## src/rtl/erx_pkg.sv

```systemverilog
package erx_pkg;
  localparam int unsigned CELLS = 10;
  localparam int unsigned STOP_CELL = CELLS - 1;
  typedef logic [3:0] cell_idx_t;
  typedef enum logic {ST_IDLE, ST_BUSY} erx_state_e;
endpackage

```

## src/rtl/erx_sync_edge.sv

```systemverilog
module erx_sync_edge #(
  parameter int unsigned STAGES = 2
) (
  input  logic clk,
  input  logic rst,
  input  logic din_i,
  output logic line_o,
  output logic rise_o,
  output logic fall_o
);
  logic [STAGES-1:0] chain_q;
  logic              held_q;

  always_ff @(posedge clk) begin
    if (rst) begin
      chain_q <= '1;
      held_q  <= 1'b1;
    end else begin
      chain_q <= {chain_q[STAGES-2:0], din_i};
      held_q  <= chain_q[STAGES-1];
    end
  end

  assign line_o = held_q;
  assign rise_o = chain_q[STAGES-1] & ~held_q;
  assign fall_o = ~chain_q[STAGES-1] & held_q;
endmodule

```

## src/rtl/erx_tstamp.sv

```systemverilog
module erx_tstamp #(
  parameter int unsigned TW = 22
) (
  input  logic          clk,
  input  logic          rst,
  output logic [TW-1:0] ts_o
);
  always_ff @(posedge clk) begin
    if (rst) ts_o <= '0;
    else     ts_o <= ts_o + 1'b1;
  end
endmodule

```

## src/rtl/erx_cell_round.sv

```systemverilog
module erx_cell_round
  import erx_pkg::*;
#(
  parameter int unsigned TW   = 22,
  parameter int unsigned BPW  = 18,
  parameter int unsigned MAXC = 9
) (
  input  logic [TW-1:0]  elapsed_i,
  input  logic [BPW-1:0] period_i,
  output cell_idx_t      cells_o,
  output logic [TW-1:0]  stop_mark_o
);
  logic [TW-1:0]   per_w, half_w, biased;
  logic [MAXC-1:0] reached;

  assign per_w  = TW'(period_i);
  assign half_w = TW'(period_i >> 1);
  assign biased = elapsed_i + half_w;

  for (genvar k = 1; k <= MAXC; k++) begin : g_mark
    logic [TW-1:0] mark;
    assign mark         = per_w * TW'(k);
    assign reached[k-1] = (biased >= mark);
  end

  always_comb begin
    cells_o = '0;
    for (int i = 0; i < int'(MAXC); i++) cells_o = cells_o + cell_idx_t'(reached[i]);
  end

  assign stop_mark_o = per_w * TW'(MAXC) + half_w;
endmodule

```

## src/rtl/erx_frame.sv

```systemverilog
module erx_frame
  import erx_pkg::*;
#(
  parameter int unsigned TW = 22
) (
  input  logic          clk,
  input  logic          rst,
  input  logic          line_i,
  input  logic          rise_i,
  input  logic          fall_i,
  input  logic [TW-1:0] ts_i,
  input  cell_idx_t     cells_i,
  input  logic [TW-1:0] stop_mark_i,
  output logic [TW-1:0] elapsed_o,
  output logic [7:0]    data_o,
  output logic          valid_o,
  output logic          err_o
);
  erx_state_e       state_q;
  logic [TW-1:0]    t0_q;
  cell_idx_t        done_q, lim;
  logic [CELLS-1:0] cellv_q, nxt;
  logic             busy, timeout, edge_seen;

  assign busy      = (state_q == ST_BUSY);
  assign elapsed_o = ts_i - t0_q;
  assign timeout   = busy && (elapsed_o >= stop_mark_i);
  assign edge_seen = rise_i | fall_i;
  assign lim       = timeout ? cell_idx_t'(CELLS) : cells_i;

  always_comb begin
    for (int i = 0; i < int'(CELLS); i++) begin
      if (cell_idx_t'(i) >= done_q && cell_idx_t'(i) < lim) nxt[i] = line_i;
      else                                                  nxt[i] = cellv_q[i];
    end
  end

  always_ff @(posedge clk) begin
    if (rst) begin
      state_q <= ST_IDLE;
      t0_q    <= '0;
      done_q  <= '0;
      cellv_q <= '0;
      data_o  <= '0;
      valid_o <= 1'b0;
      err_o   <= 1'b0;
    end else begin
      valid_o <= 1'b0;
      err_o   <= 1'b0;
      if (!busy) begin
        if (fall_i) begin
          state_q <= ST_BUSY;
          t0_q    <= ts_i;
          done_q  <= '0;
        end
      end else if (timeout) begin
        state_q <= ST_IDLE;
        if (!nxt[0]) begin
          if (nxt[STOP_CELL]) begin
            valid_o <= 1'b1;
            data_o  <= nxt[8:1];
          end else begin
            err_o <= 1'b1;
          end
        end
      end else if (edge_seen) begin
        cellv_q <= nxt;
        done_q  <= cells_i;
      end
    end
  end

  // a falling edge in idle opens a frame on the next cycle
  p_idle_start_r2: assert property (@(posedge clk) disable iff (rst)
    (!busy && fall_i) |=> busy);
  // rounded boundaries never move backwards within a frame
  p_cells_mono_r4: assert property (@(posedge clk) disable iff (rst)
    (busy && edge_seen && !timeout) |-> (cells_i >= done_q));
  // a good byte needs the line high at the stop point
  p_valid_stop_r5: assert property (@(posedge clk) disable iff (rst)
    valid_o |-> $past(line_i));
  // a framing error needs the line low at the stop point, never both outcomes
  p_err_stop_r6: assert property (@(posedge clk) disable iff (rst)
    err_o |-> (!$past(line_i) && !valid_o));
  // a frame never outlives the middle of its stop cell
  p_timeout_bound_r7: assert property (@(posedge clk) disable iff (rst)
    busy |-> (elapsed_o <= stop_mark_i));
endmodule

```

## src/rtl/edge_run_uart_rx.sv

```systemverilog
module edge_run_uart_rx
  import erx_pkg::*;
#(
  parameter int unsigned BPW         = 18,
  parameter int unsigned SYNC_STAGES = 2
) (
  input  logic           clk,
  input  logic           rst,
  input  logic           serial_in,
  input  logic [BPW-1:0] period_cycles,
  output logic [7:0]     rx_byte,
  output logic           rx_valid,
  output logic           rx_frame_err
);
  localparam int unsigned TW = BPW + 4;

  logic          line, rise, fall;
  logic [TW-1:0] ts, elapsed, stop_mark;
  cell_idx_t     cells;

  erx_sync_edge #(.STAGES(SYNC_STAGES)) u_sync (
    .clk(clk), .rst(rst), .din_i(serial_in),
    .line_o(line), .rise_o(rise), .fall_o(fall)
  );

  erx_tstamp #(.TW(TW)) u_ts (.clk(clk), .rst(rst), .ts_o(ts));

  erx_cell_round #(.TW(TW), .BPW(BPW), .MAXC(STOP_CELL)) u_round (
    .elapsed_i(elapsed), .period_i(period_cycles),
    .cells_o(cells), .stop_mark_o(stop_mark)
  );

  erx_frame #(.TW(TW)) u_frame (
    .clk(clk), .rst(rst), .line_i(line), .rise_i(rise), .fall_i(fall),
    .ts_i(ts), .cells_i(cells), .stop_mark_i(stop_mark),
    .elapsed_o(elapsed), .data_o(rx_byte), .valid_o(rx_valid), .err_o(rx_frame_err)
  );
endmodule

```

## config.mk

```make
export PLATFORM = sky130hd
export DESIGN_NAME = edge_run_uart_rx
export DESIGN_NICKNAME = d
export VERILOG_FILES = /design/src/rtl/erx_pkg.sv /design/src/rtl/erx_sync_edge.sv /design/src/rtl/erx_tstamp.sv /design/src/rtl/erx_cell_round.sv /design/src/rtl/erx_frame.sv /design/src/rtl/edge_run_uart_rx.sv
export SDC_FILE = /design/constraint.sdc
export NUM_CORES = 1
export LEC_CHECK = 0
export BUFFER_PORTS_ARGS = -buffer_cell sky130_fd_sc_hd__buf_2
export CORE_UTILIZATION = 50
export DETAILED_ROUTE_END_ITERATION = 10
export PLACE_DENSITY = 0.75
export SYNTH_ARGS = -nofsm -noshare
export SYNTH_HDL_FRONTEND = slang
export SYNTH_SLANG_ARGS = --single-unit
```

## constraint.sdc

```tcl
create_clock -name clk -period 8.1 [get_ports clk]
set_input_delay 0.81 -clock clk [delete_from_list [all_inputs] [get_ports clk]]
set_output_delay 0.81 -clock clk [all_outputs]
set_load 0.05 [all_outputs]
```

## Yosys cells after proc, flatten, opt, wreduce, memory -nomap -nowiden

Index checks and enable logic that the tools add are counted.

| storage, ports and cells | value |
|---|---|
| input port bits | 21 |
| memories | 0 |
| bits in registers | 72 |
| bits in read-only memories | 0 |
| output and inout bits | 10 |
| bits in writable memories | 0 |
| latch bits | 0 |

| cells by class | value |
|---|---|
| $mul | 5 |
| div/mod/pow operators | 0 |
| $lt $le $gt $ge | 30 |
| add/sub/neg operators | 12 |
| equality and inequality tests | 2 |
| mux-type cells | 20 |
| bitwise operators | 8 |
| reductions and logical operators | 17 |
| shifts and indexed selects | 0 |

Operators by type and width:

| cell | number |
|---|---|
| 22-bit greater-or-equal comparator | 6 |
| 22-bit by 17-bit adder with 22-bit output | 2 |
| 18-bit by 3-bit multiplier with 21-bit output (second input constant) | 2 |
| 18-bit by 2-bit multiplier with 20-bit output (second input constant) | 2 |
| 4-bit by 1-bit adder with 4-bit output | 7 |
| 22-bit by 1-bit adder with 22-bit output (second input constant) | 1 |
| 22-bit by 18-bit greater-or-equal comparator with 1-bit output | 1 |
| 22-bit by 19-bit greater-or-equal comparator with 1-bit output | 1 |
| 22-bit by 20-bit greater-or-equal comparator with 1-bit output | 1 |
| 22-bit by 21-bit greater-or-equal comparator with 1-bit output | 1 |
| 18-bit by 4-bit multiplier with 22-bit output (second input constant) | 1 |
| 22-bit subtractor | 1 |
| 4-bit 2-to-1 mux | 5 |
| 3-bit by 4-bit greater-or-equal comparator with 1-bit output (first input constant) | 4 |
| 3-bit by 4-bit < comparator with 1-bit output (first input constant) | 4 |
| 1-bit 2-to-1 mux | 15 |
| 1-bit logical AND | 11 |
| 1-bit by 4-bit greater-or-equal comparator with 1-bit output (first input constant) | 2 |
| 2-bit by 4-bit greater-or-equal comparator with 1-bit output (first input constant) | 2 |
| 4-bit greater-or-equal comparator (first input constant) | 2 |
| 1-bit by 4-bit < comparator with 1-bit output (first input constant) | 2 |
| 2-bit by 4-bit < comparator with 1-bit output (first input constant) | 2 |
| 4-bit < comparator (first input constant) | 2 |
| 3-bit AND reduction | 2 |
| 9 further kinds | 15 |

## Depth between registers and ports, before layout

| logic depth | value |
|---|---|
| word-level depth | 17 |
| depth in mapped cells | 41 |
| gate-level depth less buffers | 40 |

## Hierarchy

Synthesis repeated with hierarchy kept, for this count alone.

| second synthesis, totals | value |
|---|---|
| cell total of the unflattened synthesis | 1682 |
| area total of the unflattened synthesis | 13715.7 um^2 |

By module, submodules not included:

| module | instances | area each (um^2) | cells each | seq. area each (um^2) |
|---|---|---|---|---|
| erx_cell_round | 1 | 9105.0 | 1099 | 0.0 |
| erx_frame | 1 | 3567.2 | 468 | 940.9 |
| erx_tstamp | 1 | 950.9 | 107 | 440.4 |
| erx_sync_edge | 1 | 92.6 | 8 | 60.1 |

## Worst setup path before layout

No wires, ideal clock.

| timing | value |
|---|---|
| path type | register to register |
| from | register u_ts.ts_o[0] |
| to | register u_frame.data_o[3] |
| setup slack | -0.171 ns |
| data required time | 7.963 ns |
| buffers on the path | 0 |
| stages on the path, launching flop included | 33 |
| arrival time | 8.134 ns |
| cell sequence | dfxtp_1 > inv_1 > ha_1 > fa_1 > nand2b_1 > a21oi_1 > or3_1 > a21oi_1 > o21bai_1 > a21oi_1 > xnor2_1 > ha_1 > a21o_1 > a21o_1 > a31oi_4 > xnor2_1 > ha_1 > and4_1 > a2111oi_0 > o21ai_0 > a2111oi_2 > o21ai_1 > ha_1 > fa_1 > fa_1 > fa_1 > ha_1 > fa_1 > xnor2_1 > o21ai_0 > a211oi_1 > mux2i_1 > a211oi_1 |

| on the way | value |
|---|---|
| longest elaborated chain between the ends | 17 |
| elaborated cells on any way between the ends | 33 |

RTL lines:

| item | RTL line | text |
|---|---|---|
| start, declared | erx_tstamp.sv:6 | `output logic [TW-1:0] ts_o` |
| start signal, assigned | erx_tstamp.sv:10 | `else ts_o <= ts_o + 1'b1;` |
| 22-bit subtractor * | erx_frame.sv:26 | `assign elapsed_o = ts_i - t0_q;` |
| 22-bit by 17-bit adder with 22-bit output | erx_cell_round.sv:18 | `assign biased = elapsed_i + half_w;` |
| 22-bit by 18-bit greater-or-equal comparator with 1-bit output / 22-bit by 19-bit greater-or-equal comparator with 1-bit output (equally long branches) | erx_cell_round.sv:23 | `assign reached[k-1] = (biased >= mark);` |
| 1-bit by 1-bit adder with 2-bit output | erx_cell_round.sv:28 | `for (int i = 0; i < int'(MAXC); i++) cells_o = cells_o + cell_idx_t'(reached[i]);` |
| 4-bit by 1-bit adder with 4-bit output (7 in a row) | erx_cell_round.sv:28 |  |
| 4-bit 2-to-1 mux | erx_frame.sv:29 | `assign lim = timeout ? cell_idx_t'(CELLS) : cells_i;` |
| 1-bit by 4-bit < comparator with 1-bit output | erx_frame.sv:33 | `if (cell_idx_t'(i) >= done_q && cell_idx_t'(i) < lim) nxt[i] = line_i;` |
| 1-bit logical AND | erx_frame.sv:33 |  |
| 1-bit 2-to-1 mux | erx_frame.sv:33 |  |
| 1-bit inverter (no source line) | - |  |
| 4-bit AND reduction (no source line) | - |  |
| end signal, assigned | erx_frame.sv:61 | `data_o <= nxt[8:1];` |
| end, declared | erx_frame.sv:15 | `output logic [7:0] data_o,` |

Every way passes the cells marked *; elsewhere a longest branch is shown, timed or not.
A chain may end at the register's enable or synchronous reset.

## Final worst setup path

| timing | value |
|---|---|
| from | register u_frame.t0_q[1] |
| to | register u_frame.data_o[0] |

| on the way | value |
|---|---|
| longest elaborated chain between the ends | 17 |
| elaborated cells on any way between the ends | 33 |

RTL lines:

| item | RTL line | text |
|---|---|---|
| start, declared | erx_frame.sv:20 | `logic [TW-1:0] t0_q;` |
| start signal, assigned | erx_frame.sv:53 | `t0_q <= ts_i;` |
| 22-bit subtractor * | erx_frame.sv:26 |  |
| 22-bit by 17-bit adder with 22-bit output | erx_cell_round.sv:18 |  |
| 22-bit by 18-bit greater-or-equal comparator with 1-bit output / 22-bit by 19-bit greater-or-equal comparator with 1-bit output (equally long branches) | erx_cell_round.sv:23 |  |
| 1-bit by 1-bit adder with 2-bit output | erx_cell_round.sv:28 |  |
| 4-bit by 1-bit adder with 4-bit output (7 in a row) | erx_cell_round.sv:28 |  |
| 4-bit 2-to-1 mux | erx_frame.sv:29 |  |
| 1-bit by 4-bit < comparator with 1-bit output | erx_frame.sv:33 |  |
| 1-bit logical AND | erx_frame.sv:33 |  |
| 1-bit 2-to-1 mux | erx_frame.sv:33 |  |
| 1-bit inverter (no source line) | - |  |
| 4-bit AND reduction (no source line) | - |  |

Marked as above.

==> results.yml <==
run_status:
  status: "finished clean"
place:
  port_buffers: 30
  post-dp-hpwl_mm: 29.98
  place_inst: 2209
  gp_congestion: 0.9330
yosys:
  synth-edff-count: 0
  synth_top_area_cell: "ha_1"
  netlist_top_cells_area: "ha_1 (32%), dfxtp_1 (11%), a21oi_1 (5.5%), xnor2_1 (4.3%), fa_1 (4.1%)"
  synth-async-reset-ratio_pct: 0
  ys_types: 89
  yosys_warnings: 0
  syn_inst: 1672
  synth.net_count: 2068
  ys.flop_type: "dfxtp_1"
  synth_top_area_share_pct: 31.69
  ys_ff_latch: 72
  ys_seq_area_share_pct: 10.52
  avgSynthCellArea_um2: 8.193
  synth_area_um2: 13700
clock_network:
  clock-sinks: 72
  cts_max_level: 3
  cts_buffers: 9
  postCtsHoldBufs: 0
  clock_path_buffers: 2
  insertion_delay_ns: 0.35
  cts_tree: "done"
  clkTransAtPathRegs_ns: 0.06
  cts-root-buf: "clkbuf_16"
worst_setup_path:
  critPathArrivalTime_ns: 8.29
  cp_num_buf_inv: 6
  crit_family: "compound AO/OA/AOI/OAI gates"
  cp-start-kind: "flop"
  path_class: "flop to flop"
  slowest_stage: "fa_2"
  r2r-start: "u_frame.t0_q[1]"
  critPathMaxFanout: 5
  reg2reg_depth: 37
  slowest_delay_ns: 0.58
  cp-end-kind: "flop"
  cp.required_ns: 8.30
  r2r_slack_ns: 0.001
  regToRegEndpoint: "u_frame.data_o[0]"
final_layout:
  layout_commonest_cell: "ha_1"
  synthToLayoutAreaGrowth_pct: 22.53
  final_cell_mix: "ha_1 (338), buf_4 (213), a21oi_1 (138)"
  drive_gt1_share_pct: 21.36
  layout.nets: 2301
  multiInputGateArea_um2: 12370
  fillCellCount: 2208
  final_cells: 2251
  regArea_um2: 1446
  antennaDiodeCount: 0
min_path:
  min_delay_worst_endpoint: "u_sync.chain_q[1]"
  whs_path_depth: 1
  hold_class: "flop to flop"
  hp-start: "u_sync.chain_q[0]"
routing:
  routed_wl_mm: 37.63
  drt_iter0_markers: 610
  drt-pass1-iter-count: 5
  post_drt_wl_per_cell_um: 16.72
  vias_per_cell: 5.839
  ant_nets: 0
  via_count: 13140
  drc: 0
sta:
  fmax_mhz: 123.5
  setup_viol: 0
  rsz0062_at_grt: "true"
  skew_ns: 0.01964
  hold_viol_final: 0
  period_needed_ns: 8.099
  finalCritPeriodShare_pct: 99.98
  whs_ns: 0.4095
  relSlewSlack_pct: 29.16
  worst_pin_slew_ns: 1.063
  timing.final.max_slew_violations: 0
floorplan:
  die_h_um: 167.5
  top_level_ports: 31
  die-area_um2: 28060
  die_w_um: 167.5
  placementRows: 60
  initial_core_util_pct: 50.83
  fp.coreArea_um2: 26950
pwr:
  vdd_drop_max_mv: 0.5283
  powerDensity_nw_per_um2: 321.3
  p_leak_uw: 0.008251
  power.total_uw: 5393
grt:
  first_global_vias: 13250
  overflow: 0
  grt_first_pass_wirelength_mm: 61.05
  grt_usage_pct: 26.33
  antenna_found_initial: 0
  grt_max_degree: 74
run:
  max_cap_violations: 0
## layer usage
metal	track usage, %	vias to the layer above	routed length (um)
li1	-	6593	-
met3	2.340	82	1127
met2	47.63	249	18400
met4	11.61	0	1362
met1	31.54	6220	16740
met5	0	-	0
## how the worst max path moves through the flow
stage / from / to / cells after the start
6_report: u_frame.t0_q[1] / u_frame.data_o[0] / 37
5_1_grt: u_frame.t0_q[1] / u_frame.data_o[7] / 37
4_1_cts: u_ts.ts_o[0] / u_frame.data_o[0] / 38
3_5_place_dp: u_ts.ts_o[0] / u_frame.cellv_q[6] / 38
3_3_place_gp: u_ts.ts_o[0] / u_frame.cellv_q[6] / 35
2_1_floorplan: u_ts.ts_o[0] / u_frame.cellv_q[6] / 35
## stage by stage
step           utilization, %  setup slack (ns)  setup TNS [ns]  instance area [um2]
3_5_place_dp            58.06           -0.7410          -11.10                15650
4_1_cts                 60.52          -0.03827        -0.09821                16310
2_1_floorplan               -          0.002460               0                13740
6_report                62.28          0.001370               0                16790
5_1_grt                 62.28           -0.3559          -4.732                16790
3_3_place_gp            58.06           -0.4081          -4.923                15650
## Yosys cell counts (all sizes together) (28+ instances only)
master  count
inv       113
xnor2      71
nor2      103
a21oi     156
a21o       72
o21a       28
xor2       56
nand4      31
ha        347
nand2b     42
nor3       28
nand2     124
o21ai      96
nand3      39
fa         28
dfxtp      72
## power breakdown
part	internal (uW)	switching, uW	total (uW)
Sequential	361	8.89	370
Clock	244	171	415
Combinational	2270	2340	4610
Total	2880	2520	5390
## area by class of cell
cell class,count,area share [%]
inverter,113,2.527
timing repair buffer,248,10.81
sequential,72,8.617
clock inverter,7,0.4919
tap,341,2.542
multi-input combinational,1461,73.67
clock buffer,9,1.342
## registers in the layout (all words and copies together) (netlist names)
name             count
u_frame.t0_q        22
u_ts.ts_o           22
u_frame.cellv_q     10
u_frame.data_o       8
u_frame.done_q       4
u_sync.chain_q       2
u_frame.busy         1
u_frame.err_o        1
u_frame.valid_o      1
u_sync.line_o        1
## repair_timing
item                                    4_1_cts  5_1_grt
buffers inserted                             17        9
pin swaps                                    37       63
gates resized for setup                      51       74
endpoints found under the setup margin       20       19
## kinds of logic (layout without fill, tap and decap cells)
| family | count (synthesis) | count (layout) | synth area share [%] |
|---|---|---|---|
| compound gates | 481 | 481 | 23.20 |
| xor+xnor | 127 | 127 | 8.284 |
| fa+ha+maj | 375 | 375 | 35.78 |
| buf+inv | 139 | 377 | 3.891 |
| flops | 72 | 72 | 10.52 |
| mux | 16 | 16 | 1.169 |
| simple gates | 462 | 462 | 17.15 |
No activity file was read; power rests on OpenSTA's default activity.
